## src/rtl/irw_pkg.sv

```systemverilog
package irw_pkg;
    localparam int NBYTES = 11;
    localparam int CNT_W  = 8;

    localparam logic [2:0] A_CTRL  = 3'd0;
    localparam logic [2:0] A_STAT  = 3'd1;
    localparam logic [2:0] A_EVEN  = 3'd2;
    localparam logic [2:0] A_INDEX = 3'd3;
    localparam logic [2:0] A_DATA  = 3'd4;
    localparam logic [2:0] A_LEN   = 3'd5;

    localparam logic [1:0] SEL_CMP  = 2'b01;
    localparam logic [1:0] SEL_MASK = 2'b10;

    typedef struct packed {
        logic rpt;
        logic bufe;
        logic endm;
        logic match;
    } flags_t;
endpackage

```

## src/rtl/irw_regs.sv

```systemverilog
module irw_regs
    import irw_pkg::*;
#(
    parameter int NB    = NBYTES,
    parameter int LEN_W = CNT_W
) (
    input  logic                clk,
    input  logic                rst_n,
    input  logic                wr_en,
    input  logic [2:0]          addr,
    input  logic [7:0]          wdata,
    output logic                ctrl_en,
    output logic                ctrl_inv,
    output logic [1:0]          ctrl_proto,
    output logic [2:0]          evt_en,
    output logic [LEN_W-1:0]    cmp_len,
    output logic [5:0]          index_val,
    output logic [NB*8-1:0]     cmp_flat,
    output logic [NB*8-1:0]     mask_flat,
    output logic [7:0]          port_rdata
);
    localparam int AW = 4;

    typedef struct packed {
        logic                en;
        logic                inv;
        logic [1:0]          proto;
        logic [2:0]          evt;
        logic [LEN_W-1:0]    len;
        logic [1:0]          sel;
        logic [AW-1:0]       ptr;
        logic [NB-1:0][7:0]  cmp;
        logic [NB-1:0][7:0]  msk;
    } regs_t;

    regs_t r_d, r_q;

    always_comb begin
        r_d = r_q;
        if (wr_en) begin
            case (addr)
                A_CTRL: begin
                    r_d.en    = wdata[0];
                    r_d.inv   = wdata[3];
                    r_d.proto = wdata[5:4];
                end
                A_EVEN:  r_d.evt = wdata[2:0];
                A_INDEX: begin
                    r_d.sel = wdata[5:4];
                    r_d.ptr = wdata[AW-1:0];
                end
                A_DATA: begin
                    for (int j = 0; j < NB; j++) begin
                        if (r_q.ptr == AW'(j)) begin
                            if (r_q.sel == SEL_CMP)  r_d.cmp[j] = wdata;
                            if (r_q.sel == SEL_MASK) r_d.msk[j] = wdata;
                        end
                    end
                    r_d.ptr = r_q.ptr + AW'(1);
                end
                A_LEN:   r_d.len = wdata[LEN_W-1:0];
                default: ;
            endcase
        end
    end

    always_ff @(posedge clk or negedge rst_n) begin
        if (!rst_n) r_q <= '0;
        else        r_q <= r_d;
    end

    always_comb begin
        port_rdata = 8'h00;
        for (int j = 0; j < NB; j++) begin
            if (r_q.ptr == AW'(j)) begin
                if (r_q.sel == SEL_CMP)  port_rdata = r_q.cmp[j];
                if (r_q.sel == SEL_MASK) port_rdata = r_q.msk[j];
            end
        end
    end

    assign ctrl_en    = r_q.en;
    assign ctrl_inv   = r_q.inv;
    assign ctrl_proto = r_q.proto;
    assign evt_en     = r_q.evt;
    assign cmp_len    = r_q.len;
    assign index_val  = {r_q.sel, r_q.ptr};
    assign cmp_flat   = r_q.cmp;
    assign mask_flat  = r_q.msk;

    assert_index_step_R2: assert property (@(posedge clk) disable iff (!rst_n)
        (wr_en && addr == A_DATA) |=> (r_q.ptr == $past(r_q.ptr) + AW'(1)));
endmodule

```

## src/rtl/irw_history.sv

```systemverilog
module irw_history
    import irw_pkg::*;
#(
    parameter int NB    = NBYTES,
    parameter int LEN_W = CNT_W
) (
    input  logic               clk,
    input  logic               rst_n,
    input  logic               en,
    input  logic               inv,
    input  logic               cell_valid,
    input  logic               cell_bit,
    input  logic               msg_end,
    input  logic [LEN_W-1:0]   cmp_len,
    output logic [NB*8-1:0]    hist_next,
    output logic               eval
);
    localparam int NBITS = NB * 8;

    typedef struct packed {
        logic [NBITS-1:0] hist;
        logic [LEN_W-1:0] cnt;
    } hist_t;

    hist_t h_d, h_q;
    logic  at_len;
    logic  sat;

    always_comb begin
        h_d    = h_q;
        sat    = (h_q.cnt == '1);
        at_len = ({1'b0, h_q.cnt} + (LEN_W+1)'(1)) == {1'b0, cmp_len};
        eval   = 1'b0;
        if (!en) begin
            h_d = '0;
        end else begin
            if (cell_valid) begin
                h_d.hist = {h_q.hist[NBITS-2:0], cell_bit ^ inv};
                if (!sat) h_d.cnt = h_q.cnt + LEN_W'(1);
            end
            if (cmp_len != '0)
                eval = cell_valid && !sat && at_len;
            else
                eval = msg_end;
            if (msg_end) h_d.cnt = '0;
        end
    end

    always_ff @(posedge clk or negedge rst_n) begin
        if (!rst_n) h_q <= '0;
        else        h_q <= h_d;
    end

    assign hist_next = h_d.hist;

    assert_hist_clear_R8: assert property (@(posedge clk) disable iff (!rst_n)
        !en |=> (h_q.cnt == '0 && h_q.hist == '0));
endmodule

```

## src/rtl/irw_compare.sv

```systemverilog
module irw_compare #(
    parameter int NBITS = 88
) (
    input  logic [NBITS-1:0] hist,
    input  logic [NBITS-1:0] pattern,
    input  logic [NBITS-1:0] care,
    output logic             equal
);
    logic [NBITS-1:0] diff;

    always_comb begin
        diff  = (hist ^ pattern) & care;
        equal = (diff == '0);
    end

    always_comb begin
        if (care == '0) assert_dontcare_R3: assert (equal);
    end
endmodule

```

## src/rtl/irwake_matcher.sv

```systemverilog
module irwake_matcher
    import irw_pkg::*;
#(
    parameter int NB    = NBYTES,
    parameter int LEN_W = CNT_W
) (
    input  logic       clk,
    input  logic       rst_n,
    input  logic       reg_wr,
    input  logic [2:0] reg_addr,
    input  logic [7:0] reg_wdata,
    output logic [7:0] reg_rdata,
    input  logic       cell_valid,
    input  logic       cell_bit,
    input  logic       msg_end,
    input  logic       repeat_seen,
    input  logic       buffer_evt,
    output logic       wake
);
    localparam int NBITS = NB * 8;

    logic             ctrl_en, ctrl_inv;
    logic [1:0]       ctrl_proto;
    logic [2:0]       evt_en;
    logic [LEN_W-1:0] cmp_len;
    logic [5:0]       index_val;
    logic [NBITS-1:0] cmp_flat, mask_flat, hist_next;
    logic [7:0]       port_rdata;
    logic             eval, equal;

    irw_regs #(.NB(NB), .LEN_W(LEN_W)) u_regs (
        .clk(clk), .rst_n(rst_n), .wr_en(reg_wr), .addr(reg_addr), .wdata(reg_wdata),
        .ctrl_en(ctrl_en), .ctrl_inv(ctrl_inv), .ctrl_proto(ctrl_proto),
        .evt_en(evt_en), .cmp_len(cmp_len), .index_val(index_val),
        .cmp_flat(cmp_flat), .mask_flat(mask_flat), .port_rdata(port_rdata)
    );

    irw_history #(.NB(NB), .LEN_W(LEN_W)) u_hist (
        .clk(clk), .rst_n(rst_n), .en(ctrl_en), .inv(ctrl_inv),
        .cell_valid(cell_valid), .cell_bit(cell_bit), .msg_end(msg_end),
        .cmp_len(cmp_len), .hist_next(hist_next), .eval(eval)
    );

    irw_compare #(.NBITS(NBITS)) u_cmp (
        .hist(hist_next), .pattern(cmp_flat), .care(mask_flat), .equal(equal)
    );

    flags_t st_d, st_q;
    logic [7:0] clr;

    always_comb begin
        clr  = (reg_wr && reg_addr == A_STAT) ? reg_wdata : 8'h00;
        st_d.match = (st_q.match & ~clr[0]) | (ctrl_en & eval & equal);
        st_d.endm  = (st_q.endm  & ~clr[1]) | (ctrl_en & msg_end);
        st_d.bufe  = (st_q.bufe  & ~clr[2]) | (ctrl_en & buffer_evt);
        st_d.rpt   = (st_q.rpt   & ~clr[4]) | (ctrl_en & repeat_seen);
    end

    always_ff @(posedge clk or negedge rst_n) begin
        if (!rst_n) st_q <= '0;
        else        st_q <= st_d;
    end

    assign wake = ctrl_en & |({st_q.bufe, st_q.endm, st_q.match} & evt_en);

    always_comb begin
        case (reg_addr)
            A_CTRL:  reg_rdata = {2'b00, ctrl_proto, ctrl_inv, 2'b00, ctrl_en};
            A_STAT:  reg_rdata = {3'b000, st_q.rpt, 1'b0, st_q.bufe, st_q.endm, st_q.match};
            A_EVEN:  reg_rdata = {5'b00000, evt_en};
            A_INDEX: reg_rdata = {2'b00, index_val};
            A_DATA:  reg_rdata = port_rdata;
            A_LEN:   reg_rdata = 8'(cmp_len);
            default: reg_rdata = 8'h00;
        endcase
    end

    assert_wake_gate_R8: assert property (@(posedge clk) disable iff (!rst_n)
        !ctrl_en |-> !wake);
    assert_match_sticky_R6: assert property (@(posedge clk) disable iff (!rst_n)
        (st_q.match && !(reg_wr && reg_addr == A_STAT && reg_wdata[0])) |=> st_q.match);
    assert_rpt_nowake_R7: assert property (@(posedge clk) disable iff (!rst_n)
        (evt_en == 3'b000) |-> !wake);
endmodule

```

## config.mk

```make
export PLATFORM = sky130hd
export DESIGN_NAME = irwake_matcher
export DESIGN_NICKNAME = d
export VERILOG_FILES = /design/src/rtl/irw_pkg.sv /design/src/rtl/irw_regs.sv /design/src/rtl/irw_history.sv /design/src/rtl/irw_compare.sv /design/src/rtl/irwake_matcher.sv
export SDC_FILE = /design/constraint.sdc
export NUM_CORES = 1
export LEC_CHECK = 0
export ABC_AREA = 1
export BUFFER_PORTS_ARGS = -buffer_cell sky130_fd_sc_hd__buf_2
export CAP_MARGIN = 25
export CORE_ASPECT_RATIO = 1.75
export CORE_MARGIN = 3
export CORE_UTILIZATION = 40
export CTS_CLUSTER_DIAMETER = 120
export DETAILED_ROUTE_END_ITERATION = 16
export GPL_TIMING_DRIVEN = 0
export PLACE_DENSITY = 0.62
export SYNTH_ARGS = -nofsm -noshare
export SYNTH_HDL_FRONTEND = slang
export SYNTH_HIERARCHICAL = 1
export SYNTH_SLANG_ARGS = --single-unit
export TNS_END_PERCENT = 50
```

## constraint.sdc

```tcl
create_clock -name clk -period 2.34 [get_ports clk]
set_input_delay 0.468 -clock clk [delete_from_list [all_inputs] [get_ports clk]]
set_output_delay 0.468 -clock clk [all_outputs]
set_load 0.1 [all_outputs]
```

# Word level (Yosys, flattened, before mapping)
# Cells that the tools add are included.
totals:
  in_bits: 19
  n_memories: 0
  regBits: 297
  wordCells: 161
  mem_bits_ro: 0
  output_inout_bits: 9
  ramBits: 0
  latch_bits: 0
classes:
  n_mux: 42
  mul: 0
  addsub: 3
  bitwise_logic: 22
  shift: 0
  div: 0
  eq_ne: 21
  reduce_logical: 38
  magnitude_cmp: 0
op_table:
  columns: ["operator", "count"]
  rows:
  - ["two-way mux 8 bit", 35]
  - ["two-way mux 96 bit", 2]
  - ["AND 88 bit", 1]
  - ["zero test 88 bit", 1]
  - ["AND reduction 4 bit", 22]
  - ["bitwise XOR 88 bit", 1]
  - ["case mux 8 bit (6 select lines)", 1]
  - ["equality test 4 x 3 -> 1 bit (second input constant)", 4]
  - ["equality test 4 bit (second input constant)", 3]
  - ["AND reduction 2 bit", 6]
  - ["AND 1 bit", 10]
  - ["adder 8 x 1 -> 9 bit (second input constant)", 1]
  - ["equality test 9 x 8 -> 1 bit", 1]
  - ["adder 8 x 1 -> 8 bit (second input constant)", 1]
  - ["equality test 4 x 2 -> 1 bit (second input constant)", 2]
  - ["equality test 8 bit (second input constant)", 1]
  - ["case mux 4 bit (2 select lines)", 1]
  - ["nonzero test 8 bit", 1]
  - ["equality test 3 x 2 -> 1 bit (second input constant)", 2]
  - ["equality test 3 bit (second input constant)", 2]
  - ["inequality test 3 bit (second input constant)", 2]
  - ["two-way mux 5 bit", 1]
  - ["adder 4 x 1 -> 4 bit (second input constant)", 1]
  - ["equality test 4 x 1 -> 1 bit (second input constant)", 1]
  - ["other kinds (14)", 23]

# Longest topological paths before layout
# Gate-level depths: netlist (run 1).
logic_depth:
  ltp_word: 35
  ltp_mapped: 24
  mapped_depth_nobuf: 24

# Cells and area by module
# Netlist (run 1), hierarchy kept.
modules_own_cells:
  columns: ["module", "cells_each", "seq_area_each_um2", "area_each_um2", "instances"]
  rows:
  - ["irw_regs", 1110, 4929.7, 9118.7, 1]
  - ["irw_history", 580, 2402.3, 4795.8, 1]
  - ["irw_compare", 447, 0.0, 1803.0, 1]
  - ["irwake_matcher", 103, 100.1, 601.8, 1]

# Worst setup path after synthesis (run 1)
# OpenSTA, ideal clock, no wires.
synth_timing:
  path_type: "register -> output"
  from: "register u_regs.r_q, in the netlist u_regs/index_val[0]"
  to: "output reg_rdata[5]"
  t_required_ns: 1.872
  arrival_time_ns: 2.605
  path_slack_ns: -0.733
  stages_incl_launch_ff: 21
  n_path_buf: 0
  cell_sequence: "dfrtp_1 -> inv_1 -> ha_1 -> nand2_2 -> inv_1 -> nand2_1 -> nand2_1 -> nand2_1 -> nand3_1 -> nand2_1 -> nand2_1 -> nand2_1 -> nand2_1 -> nand2_1 -> nand3_1 -> nand2_1 -> nand2_1 -> nand2_1 -> nand2_1 -> nand3_1 -> nand4_1"
synth_between:
  elab_chain_cells: 33
  word_cells_on_any_way: 43
  classes_between: "10 x eq/ne; 32 x mux; 1 x reduce/logical"
synth_rtl:
  columns: ["item", "line_no", "rtl"]
  rows:
  - ["start: declaration", "irw_regs.sv:36", "regs_t r_d, r_q;"]
  - ["start signal: assignment", "irw_regs.sv:69", "else r_q <= r_d;"]
  - ["zero test 4 bit", "irw_regs.sv:75", "if (r_q.ptr == AW'(j)) begin"]
  - ["two-way mux 8 bit", "irw_regs.sv:75", null]
  - ["two-way mux 8 bit", "irw_regs.sv:76", "if (r_q.sel == SEL_CMP) port_rdata = r_q.cmp[j];"]
  - ["two-way mux 8 bit", "irw_regs.sv:77", "if (r_q.sel == SEL_MASK) port_rdata = r_q.msk[j];"]
  - ["two-way mux 8 bit", "irw_regs.sv:75", null]
  - ["two-way mux 8 bit", "irw_regs.sv:76", null]
  - ["two-way mux 8 bit", "irw_regs.sv:77", null]
  - ["two-way mux 8 bit", "irw_regs.sv:75", null]
  - ["[... 18 more ...]", null, null]
  - ["two-way mux 8 bit", "irw_regs.sv:76", null]
  - ["two-way mux 8 bit", "irw_regs.sv:77", null]
  - ["two-way mux 8 bit", "irw_regs.sv:75", null]
  - ["two-way mux 8 bit", "irw_regs.sv:76", null]
  - ["two-way mux 8 bit", "irw_regs.sv:77", null]
  - ["two-way mux 8 bit *", "irw_regs.sv:75", null]
  - ["via port_rdata[5]", "irwake_matcher.sv:28", "logic [7:0] port_rdata;"]
  - ["case mux 8 bit (6 select lines) *", "irwake_matcher.sv:67", "case (reg_addr)"]
  - ["end: declaration", "irwake_matcher.sv:12", "output logic [7:0] reg_rdata,"]
# The timed path passes the listed nets; every way through them passes the cells marked *.

# Worst setup path in the final report (run 1)
layout_timing:
  from: "register u_regs.r_q, in the netlist u_regs/index_val[0]"
  to: "output reg_rdata[0]"
# The elaborated chain is that of the path after synthesis.

==> results of run 1 <==
[timing repair]
| item | CTS | global route |
|---|---|---|
| buffers inserted | 29 | 15 |
| endpoints found under the hold margin | 75 | 0 |
| hold buffers | 1 | 0 |
| cloned | 0 | 0 |
| pin swaps | 26 | 56 |
| endpoints found under the setup margin | 123 | 97 |
| resized for setup | 112 | 94 |
[sequential cells by signal, indices dropped and copies added (netlist names)]
name and flops:
st_q 4, u_hist/h_q 96, u_regs/cmp_flat 88, u_regs/cmp_len 8, u_regs/ctrl_en 1, u_regs/ctrl_inv 1, u_regs/ctrl_proto 2, u_regs/evt_en 3
u_regs/index_val 6, u_regs/mask_flat 88
[metal layers]
layer | wire (um) | part of all wire | vias up
met5 | 0 | 0 | -
met4 | 3360 | 0.063 | 0
met3 | 2490 | 0.046 | 160
met2 | 27900 | 0.52 | 470
met1 | 20000 | 0.37 | 7193
li1 | - | - | 7332
[Yosys cell counts (all sizes together) (4+ instances only)]
cell type	number
nand3b	4
nand4	20
nor2	342
nand2	712
buf	120
nand3	122
inv	148
dfrtp	297
o21ai	303
ha	5
a22o	53
clkbuf	61
xor2	7
o22ai	9
or2	9
a21oi	10
[kinds of logic after synthesis]
| group | after synthesis | synth area share |
|---|---|---|
| AND/OR/NAND/NOR | 1210 | 0.300 |
| XOR/XNOR | 9 | 0.00483 |
| flip-flops | 297 | 0.455 |
| buffers and inverters | 331 | 0.101 |
| AO/OA/AOI/OAI | 388 | 0.135 |
| adder cells (fa/ha/maj) | 5 | 0.00383 |
[path summary, 6_finish.rpt]
check	end	slack (ns)	cells after the start
min in group asynchronous	u_hist/h_q[6]	0.46	2
worst min-delay path	st_q[2]	0.09	3
worst min register to register	st_q[3]	0.51	2
worst max register to register	st_q[0]	-0.11	18
worst max-delay path	reg_rdata[0]	-1.26	23
max in group asynchronous	u_regs/cmp_flat[25]	0.84	3
[where the power goes]
group,internal (mW),switching [mW]
Combinational,1.10,1.91
Clock,3.38,2.21
Sequential,5.50,0.346
[layout make-up]
cell class / instances / share of cell area
multi-input combinational: 1612 / 0.391
sequential: 297 / 0.383
buffer: 180 / 0.0633
clock buffer: 34 / 0.0416
timing repair buffer: 74 / 0.0374
tap: 544 / 0.0351
inverter: 150 / 0.0305
clock inverter: 22 / 0.0177
[layout by cell type, fill, tap and decap left out, types with 3 or more instances in the layout]
cell | synthesis | layout
a211oi_1 | 3 | 3
a21oi_1 | 9 | 8
a22o_1 | 53 | 53
buf_12 | 0 | 10
buf_2 | 20 | 28
buf_4 | 94 | 132
buf_6 | 3 | 16
buf_8 | 0 | 6
bufinv_16 | 0 | 8
clkbuf_1 | 61 | 41
clkbuf_16 | 0 | 33
clkbuf_2 | 0 | 12
clkbuf_4 | 0 | 3
clkinv_2 | 0 | 5
clkinvlp_4 | 0 | 6
dfrtp_1 | 297 | 291
dfrtp_2 | 0 | 5
ha_4 | 0 | 3
inv_1 | 137 | 130
inv_2 | 10 | 12
inv_4 | 0 | 4
inv_6 | 1 | 4
nand2_1 | 707 | 676
nand2_2 | 5 | 32
nand2_4 | 0 | 4
nand3_1 | 119 | 107
nand3_2 | 3 | 13
nand3b_1 | 4 | 4
nand4_1 | 20 | 20
nor2_1 | 329 | 307
nor2_2 | 5 | 16
nor2_4 | 7 | 18
o21ai_0 | 293 | 286
o21ai_1 | 10 | 12
o21ai_2 | 0 | 4
o22ai_1 | 9 | 8
or2_1 | 6 | 6
xor2_1 | 7 | 7
[metrics by stage]
| stage | utilization | worst slack [ns] | std cells | hold slack, ns | setup TNS (ns) |
|---|---|---|---|---|---|
| floorplan | - | -0.635 | 2240 | 0.172 | -3.75 |
| global placement | 0.430 | -4.92 | 2810 | 0.470 | -1470.13 |
| global route | 0.483 | -1.44 | 2913 | 0.0907 | -11.48 |
| detailed placement | 0.432 | -1.45 | 2814 | 0.490 | -22.88 |
| finish | 0.483 | -1.26 | 2913 | 0.0910 | -9.80 |
| CTS | 0.476 | -1.28 | 2900 | 0.0779 | -10.03 |
[worst max-delay path, delay by kind of cell (launching register included)]
family / cells / cell delay, ns
flops: 1 / 0.45
buf+inv: 3 / 0.46
simple gates: 19 / 1.47
fa+ha+maj: 1 / 0.18
==> results.json, run 1 <==
{
  "status": "finished, violations left",
  "violations": "negative setup slack",
  "use_met2": 0.447,
  "layout_min_cycle_time_ns": 3.60,
  "core_um2": 40200,
  "fin_area_um2": 19400,
  "drive_gt1_frac": 0.165,
  "grt-ovfl-total": 0,
  "setup_viol": 9,
  "synth.top_cells.by_area": "dfrtp_1, nand2_1, o21ai_0",
  "yosys_most_used_dff": "dfrtp_1",
  "cts_tree": "built",
  "yosys_warnings": 6,
  "cts_made_buffers": 30,
  "r2r_start": "u_regs/ctrl_en",
  "yosysUniqueCellTypes": 42,
  "grt.busiest_layer": "met2",
  "die_w_um": 159,
  "synth_top_cell_by_area": "dfrtp_1",
  "worstSkewPairLatency_ns": 0.58,
  "multi_input_area_um2": 7600,
  "syn_to_final_growth_pct": 19.0,
  "synthCells": 2240,
  "gp_congestion": 0.918,
  "regArea_um2": 7440,
  "power.density_nw_per_um2": 744,
  "fmax_mhz": 278,
  "path_cells": "buf_12, ha_4, nor2_4, buf_4, nand2_1, nand2_1, nand2_1, nand3_1, nand2_1, nand3_1, nand3_1, nand2_1, nand2_1, nand3_2, nand2_1, nand2_1, nand2_1, nand2_1, nand3_1, nand2_1, nor2_1, nand2_2, buf_12",
  "syn-num-nets": 2264,
  "port_buffers": 26,
  "grt_use_total": 0.245,
  "clkTransAtPathRegs_ns": 0.07,
  "fin_crit_sh": 1.54,
  "crit_path_start_kind": "flop",
  "dieHeight_um": 273,
  "setup_slack_ns": -1.26,
  "synth_edf_count": 0,
  "ys_seq_elements": 297,
  "cp_slowest_cell": "dfrtp_2",
  "vias_per_cell": 5.20,
  "antenna_left": 0,
  "start_util": 0.406,
  "remaining_drc_errors": 0,
  "num_vias": 15200,
  "cp_data_arrival_time_ns": 3.13,
  "grt_pass1_wl_um": 82200,
  "hold_start": "buffer_evt",
  "drt_first_pass_iters": 8,
  "cp-end-kind": "output port",
  "grt_pass1_vias": 14900,
  "clock_sinks": 297,
  "hold_viol_final": 0,
  "num-fill-cells": 3893,
  "io_pins": 28,
  "grt_util_met3": 0.0277,
  "fp-row-count": 97,
  "met1_usage": 0.270,
  "worstPathRequired_ns": 1.87,
  "root_buffer": "clkbuf_16",
  "peakVddDrop_uv": 499,
  "dp_hpwl_um": 38500,
  "leakage_nw": 9.31,
  "htree_num_levels": 1,
  "cpMostUsedCell": "nand2_1",
  "drt-wirelength-per-cell_um": 18.4,
  "wl_um": 53700,
  "nets": 2369,
  "cts.path.max_buffers": 3,
  "critPathLaunch": "u_regs/index_val[0]",
  "avgSynthCellArea_um2": 7.29,
  "cp_max_fo": 6,
  "rsz0062_at_grt": "true",
  "slew_violations": 0,
  "path_class": "flop to output port",
  "yosysSeqAreaShare": 0.455,
  "clock_skew_ns": 0.0114,
  "ys_async_sr_fraction": 1.00,
  "antenna_cells": 0,
  "p_total_mw": 14.4,
  "netlist_area_um2": 16300,
  "dieArea_um2": 43400,
  "hp-class": "input pin to flop",
  "slowest_delay_ns": 0.45,
  "antenna_found_initial": 0,
  "slew_headroom": 0.219,
  "worst_pin_slew_ns": 1.17,
  "placed_area_um2": 17300,
  "grt_start_max_net_pins": 115,
  "drtIter0Drc": 1281,
  "maxCapViolations": 0,
  "netlist.area_leader.share": 0.455
}
Power figures use the tool's default switching activity.
==> run 2: changes to the inputs <==
RECOVER_POWER = 50   (was unset)
SYNTH_HIERARCHICAL = unset   (was 1)
clock period = 3.1 ns   (was 2.34 ns; I/O delays follow)
==> run 2 against run 1 <==
Against the previous run:
- the flow finishes with violations (max-capacitance violations, max-slew violations, negative setup slack)
- worst hold slack better by 0.16 ns
- core utilization hardly changed
- sequential share of layout area rose by 4.1 points
- register-to-register slack got worse by 0.42 ns
- critical path type unchanged
- largest power group unchanged
==> results.json, run 2 <==
{
  "crit_path_start_kind": "flop",
  "cts.path.max_buffers": 3,
  "num_vias": 14000,
  "cts_made_buffers": 29,
  "grt_pass1_vias": 13800,
  "hold_viol_final": 0,
  "fin_crit_sh": 1.29,
  "core_um2": 36300,
  "dieArea_um2": 39400,
  "p_total_mw": 11.1,
  "peakVddDrop_uv": 628,
  "slew_headroom": -0.364,
  "grt-ovfl-total": 0,
  "path_delay_family": "simple AND/OR/NAND/NOR gates",
  "netlist.area_leader.share": 0.502,
  "syn_to_final_growth_pct": 18.4,
  "fin_cells": 2452,
  "grt_use_total": 0.289,
  "clock_skew_ns": 0.0199,
  "yosysSeqAreaShare": 0.502,
  "syn-num-nets": 1884,
  "wl_met1_um": 19600,
  "layout_min_cycle_time_ns": 3.99,
  "root_buffer": "clkbuf_16",
  "fmax_mhz": 251,
  "clock_sinks": 297,
  "synth.top_cells.by_area": "dfrtp_1, nand2_1, o21ai_0",
  "grt_pass1_wl_um": 84300,
  "dp.cells": 2368,
  "hp-class": "input pin to flop",
  "hold_slack_ns": 0.249,
  "highest_layer": "met5",
  "leakage_nw": 7.94,
  "grt_start_max_net_pins": 121,
  "wl_met2_um": 28400,
  "setup_slack_ns": -0.889,
  "antenna_left": 0,
  "top_register": "u_hist.h_q",
  "maxCapViolations": 1,
  "path_buf_inv": 5,
  "synth_edf_count": 0,
  "cp-end-kind": "output port",
  "start_util": 0.408,
  "cp_data_arrival_time_ns": 3.37,
  "dp_hpwl_um": 41200,
  "dr_wl_met3_um": 3050,
  "drt_first_pass_iters": 5,
  "fin_area_um2": 17500,
  "rsz0062_at_grt": "true",
  "die_w_um": 151,
  "fp-row-count": 92,
  "antenna_found_initial": 2,
  "gp_congestion": 0.946,
  "dieHeight_um": 260,
  "drt-wirelength-per-cell_um": 23.2,
  "placed_area_um2": 15700,
  "cts_hold_buffers": 0,
  "violations": "max-capacitance violations, max-slew violations, negative setup slack",
  "avgSynthCellArea_um2": 7.96,
  "htree_num_levels": 1,
  "worstSkewPairLatency_ns": 0.57,
  "yosys_warnings": 0,
  "yosys_most_used_dff": "dfrtp_1",
  "drtIter0Drc": 1153,
  "utilization": 0.483,
  "status": "finished, violations left",
  "slew_violations": 81,
  "power.density_nw_per_um2": 636,
  "clkTransAtPathRegs_ns": 0.07,
  "netlist_area_um2": 14800,
  "path_cells": "buf_4, ha_4, inv_2, nor2_4, inv_2, buf_8, a221o_1, nand2_2, o211ai_1, a21oi_1, o21ai_1, nand2_1, nand3_2, nand2_2, nand2_1, nand3_2, nand2_2, buf_12",
  "remaining_drc_errors": 0,
  "cts_tree": "built",
  "io_pins": 28,
  "largest_register_ffs": 96,
  "cp_max_fo": 10,
  "ys_async_sr_fraction": 1.00,
  "port_buffers": 26,
  "worst_pin_slew_ns": 2.05,
  "final_common_cell": "nand2_1",
  "ys_seq_elements": 297,
  "synth_top_cell_by_area": "dfrtp_1",
  "worstPathRequired_ns": 2.48,
  "vias_per_cell": 5.73,
  "synthCells": 1860,
  "setup_viol": 10,
  "slowest_delay_ns": 0.43,
  "cp_slowest_cell": "dfrtp_2",
  "yosysUniqueCellTypes": 42,
  "path_class": "flop to output port",
  "nets": 1983,
  "drive_gt1_frac": 0.143,
  "ys_top_cells_by_count": "nand2_1, o21ai_0, dfrtp_1",
  "mostFrequentLayoutCells": "nand2_1, o21ai_0, dfrtp_1",
  "wl_um": 56900,
  "synth_most_common_cell": "nand2_1",
  "cpMostUsedCell": "nand2_2"
}
==> run 2: metal layers <==
metal / up-vias / track usage
met1: 6744 / 0.316
met2: 617 / 0.494
li1: 6434 / -
met3: 242 / 0.0335
met4: 4 / 0.236
met5: - / 0
==> run 2: where the power goes <==
part	leakage (nW)	switching, mW	internal (mW)
logic	3.38	1.89	0.884
clock network	0.508	1.59	2.28
registers	4.05	0.306	4.19
==> run 2: cell type report <==
class / instances / area, um2
Clock buffer: 39 / 823
Sequential cell: 297 / 7440
Antenna cell: 1 / 2.50
Timing Repair Buffer: 68 / 647
Fill cell: 3523 / 18700
Tap cell: 470 / 588
Inverter: 82 / 324
Clock inverter: 14 / 216
Buffer: 96 / 522
Multi-Input combinational cell: 1385 / 6960
==> run 2: worst paths after layout <==
path	end	slack, ns	depth (start not counted)	from
min	st_q[3]	0.25	3	repeat_seen
max in group asynchronous	u_regs.index_val[4]	0.15	3	rst_n
min reg2reg	u_regs.mask_flat[39]	0.50	2	u_regs.mask_flat[39]
max reg2reg	st_q[0]	-0.53	12	u_regs.ctrl_en
max	reg_rdata[0]	-0.89	18	u_regs.index_val[0]
min in group asynchronous	u_regs.cmp_flat[61]	0.60	1	rst_n
==> run 2: logic make-up after synthesis <==
kind of cell | count (synthesis) | synth area share
and+or+nand+nor | 913 | 0.251
xor gates and xnor gates | 21 | 0.0124
buffers and inverters | 178 | 0.0523
DFF | 297 | 0.502
adders and majority gates | 5 | 0.00423
AOI/OAI and AO/OA | 446 | 0.178
==> run 2: worst min-delay path, stage by stage <==
cell	delay (ns)
buf_2	0.07
nand2_1	0.04
nand2_1	0.06
==> run 2: through the flow <==
stage	setup TNS (ns)	worst slack, ns
detailed placement	-8.11	-1.04
global placement	-1232.93	-4.17
finish	-6.98	-0.889
floorplan	-0.171	-0.0777
global route	-40.29	-0.902
CTS	-6.05	-0.801
==> run 2: timing repair <==
| item | in CTS | in global routing |
|---|---|---|
| setup buffers | 21 | 9 |
| gates resized for setup | 130 | 39 |
| setup endpoints to repair | 10 | 9 |
| gates cloned | 0 | 0 |
| pin swaps | 34 | 33 |
==> run 3: changes to the inputs <==
MAX_ROUTING_LAYER = met4   (was unset)
==> run 3 against run 2 <==
Against the previous run:
- the flow still finishes with violations (max-capacitance violations, max-slew violations, negative setup slack)
- core utilization shrank 0.15 points
- routed wire length is 0.56% higher
- sequential power about the same
==> results.json, run 3 (same netlist as run 2, synthesis figures left out) <==
{
  "nets": 1982,
  "root_buffer": "clkbuf_16",
  "top_register": "u_hist.h_q",
  "cp-end-kind": "output port",
  "clockPowerShare": 0.335,
  "die_w_um": 151,
  "hp-class": "input pin to flop",
  "fin_crit_sh": 1.27,
  "setup_viol": 10,
  "cp_data_arrival_time_ns": 3.32,
  "htree_num_levels": 1,
  "grt_use_total": 0.298,
  "cts_tree": "built",
  "fin_area_um2": 17500,
  "peakVddDrop_uv": 451,
  "final_common_cell": "nand2_1",
  "core_um2": 36300,
  "start_util": 0.408,
  "whs_path_depth": 3,
  "drt_first_pass_iters": 6,
  "dieHeight_um": 260,
  "mostFrequentLayoutCells": "nand2_1, o21ai_0, dfrtp_1",
  "drtIter0Drc": 1116,
  "hold_path_end": "st_q[2]",
  "place_ws_ns": -1.07,
  "switchingPower_mw": 3.78,
  "slew_headroom": -0.448,
  "cts.path.max_buffers": 3,
  "worstSkewPairLatency_ns": 0.57,
  "p_int_mw": 7.21,
  "leakage_nw": 7.90,
  "remaining_drc_errors": 0,
  "clkTransAtPathRegs_ns": 0.07,
  "grt_pass1_wl_um": 84300,
  "power.density_nw_per_um2": 629,
  "violations": "max-capacitance violations, max-slew violations, negative setup slack",
  "rsz0062_at_grt": "true",
  "r2r.worst_path.cells": 12,
  "wl_um": 57200,
  "drive_gt1_frac": 0.146,
  "hold_slack_ns": 0.246,
  "hold_viol_final": 0,
  "cp_max_fo": 10,
  "fmax_mhz": 254,
  "layout_min_cycle_time_ns": 3.94,
  "drt-wirelength-per-cell_um": 23.4,
  "critPathLaunch": "u_regs.index_val[2]",
  "hold_start": "buffer_evt",
  "crit_path_start_kind": "flop",
  "io_pins": 28,
  "sequentialPowerShare": 0.409,
  "dp_hpwl_um": 40700,
  "antenna_cells": 0,
  "dieArea_um2": 39400,
  "cts_made_buffers": 28,
  "grt-ovfl-total": 0,
  "r2r_end": "st_q[0]",
  "clock_sinks": 297,
  "grt_pass1_vias": 13900,
  "worstPathRequired_ns": 2.48,
  "netSwitchingFraction": 0.344,
  "combPwrFrac": 0.256,
  "clock_skew_ns": 0.0101,
  "setup_tns_ns": -7.24,
  "fp-row-count": 92,
  "placed_area_um2": 15700,
  "r2r_slack_ns": -0.64,
  "r2r_start": "u_regs.ctrl_en",
  "antenna_found_initial": 0,
  "gp_congestion": 0.973,
  "port_buffers": 26,
  "setup_slack_ns": -0.836,
  "path_class": "flop to output port",
  "syn_to_final_growth_pct": 18.0,
  "num_vias": 14100,
  "grt_start_max_net_pins": 120,
  "antenna_left": 0,
  "largest_register_ffs": 96,
  "vias_per_cell": 5.77,
  "slew_violations": 85,
  "worst_pin_slew_ns": 2.17,
  "status": "finished, violations left",
  "maxCapViolations": 1
}
-- run 3: cell count changes in the layout (fill, tap and decap cells not counted), moves of 2 or more --
| cell | previous run | this run |
|---|---|---|
| nand2_2 | 40 | 46 |
| nand2_4 | 6 | 3 |
| nand2_1 | 501 | 497 |
| buf_2 | 31 | 33 |
| bufinv_16 | 5 | 3 |
| nand3_2 | 11 | 15 |
| nand3_1 | 57 | 54 |
| clkinv_4 | 5 | 3 |
| clkbuf_1 | 61 | 59 |
-- run 3: how the worst max path moves through the flow --
stage | end | slack [ns]
2_1_floorplan | reg_rdata[2] | -0.08
3_3_place_gp | u_regs.mask_flat[11] | -4.20
3_5_place_dp | reg_rdata[1] | -1.07
4_1_cts | reg_rdata[0] | -0.78
5_1_grt | reg_rdata[7] | -0.92
6_report | reg_rdata[0] | -0.84
-- run 3: final cells by class --
| type | instances | area, um2 |
|---|---|---|
| clock buffer | 39 | 823 |
| multi-input combinational | 1385 | 6970 |
| buffer | 96 | 522 |
| fill | 3545 | 18800 |
| timing repair buffer | 68 | 658 |
| clock inverter | 11 | 146 |
| sequential | 297 | 7440 |
| inverter | 82 | 323 |
| tap | 470 | 588 |
-- run 3: layer usage --
metal | part of all wire | vias to the layer above | global-route usage
met3 | 0.056 | 253 | 0.0295
met5 | 0 | - | -
met2 | 0.50 | 627 | 0.506
met1 | 0.34 | 6831 | 0.314
li1 | - | 6425 | -
met4 | 0.10 | 0 | 0.228
-- run 3: through the flow --
| stage | util | power, mW | instances |
|---|---|---|---|
| 6_report | 0.482 | 11.0 | 2448 |
| 5_1_grt | 0.482 | 11.4 | 2448 |
| 4_1_cts | 0.477 | 10.9 | 2436 |
| 3_5_place_dp | 0.433 | 6.85 | 2365 |
| 3_3_place_gp | 0.428 | 6.80 | 2356 |
| 2_1_floorplan | - | 5.88 | 1860 |
-- run 3: timing repair --
| action | in CTS | in global routing |
|---|---|---|
| gates cloned | 0 | 1 |
| gates resized for setup | 139 | 38 |
| hold buffers | 0 | 0 |
| endpoints found under the hold margin | 0 | 0 |
| setup endpoints to repair | 10 | 9 |
| buffers inserted | 21 | 10 |
| pin swaps | 34 | 40 |
-- run 3: critical path: stages, from the launching register on --
cell and delay, ns:
dfrtp_2 0.43, nor2_4 0.20, buf_6 0.12, inv_2 0.03, nor2_4 0.17, inv_2 0.08, buf_6 0.15, a221o_1 0.27
nand2_2 0.12, o211ai_1 0.16, a21oi_2 0.18, o21ai_1 0.07, nand2_1 0.11, nand3_2 0.11, nand2_2 0.09, nand2_1 0.06
nand3_2 0.10, nand2_2 0.09, buf_12 0.18
-- run 3: power groups by stage --
stage	clock (mW)	sequential [mW]	combinational [mW]
2_1_floorplan	0	4.44	1.44
3_3_place_gp	0	4.54	2.26
3_5_place_dp	0	4.55	2.30
4_1_cts	3.72	4.48	2.66
5_1_grt	3.85	4.52	3.00
6_report	3.68	4.49	2.81
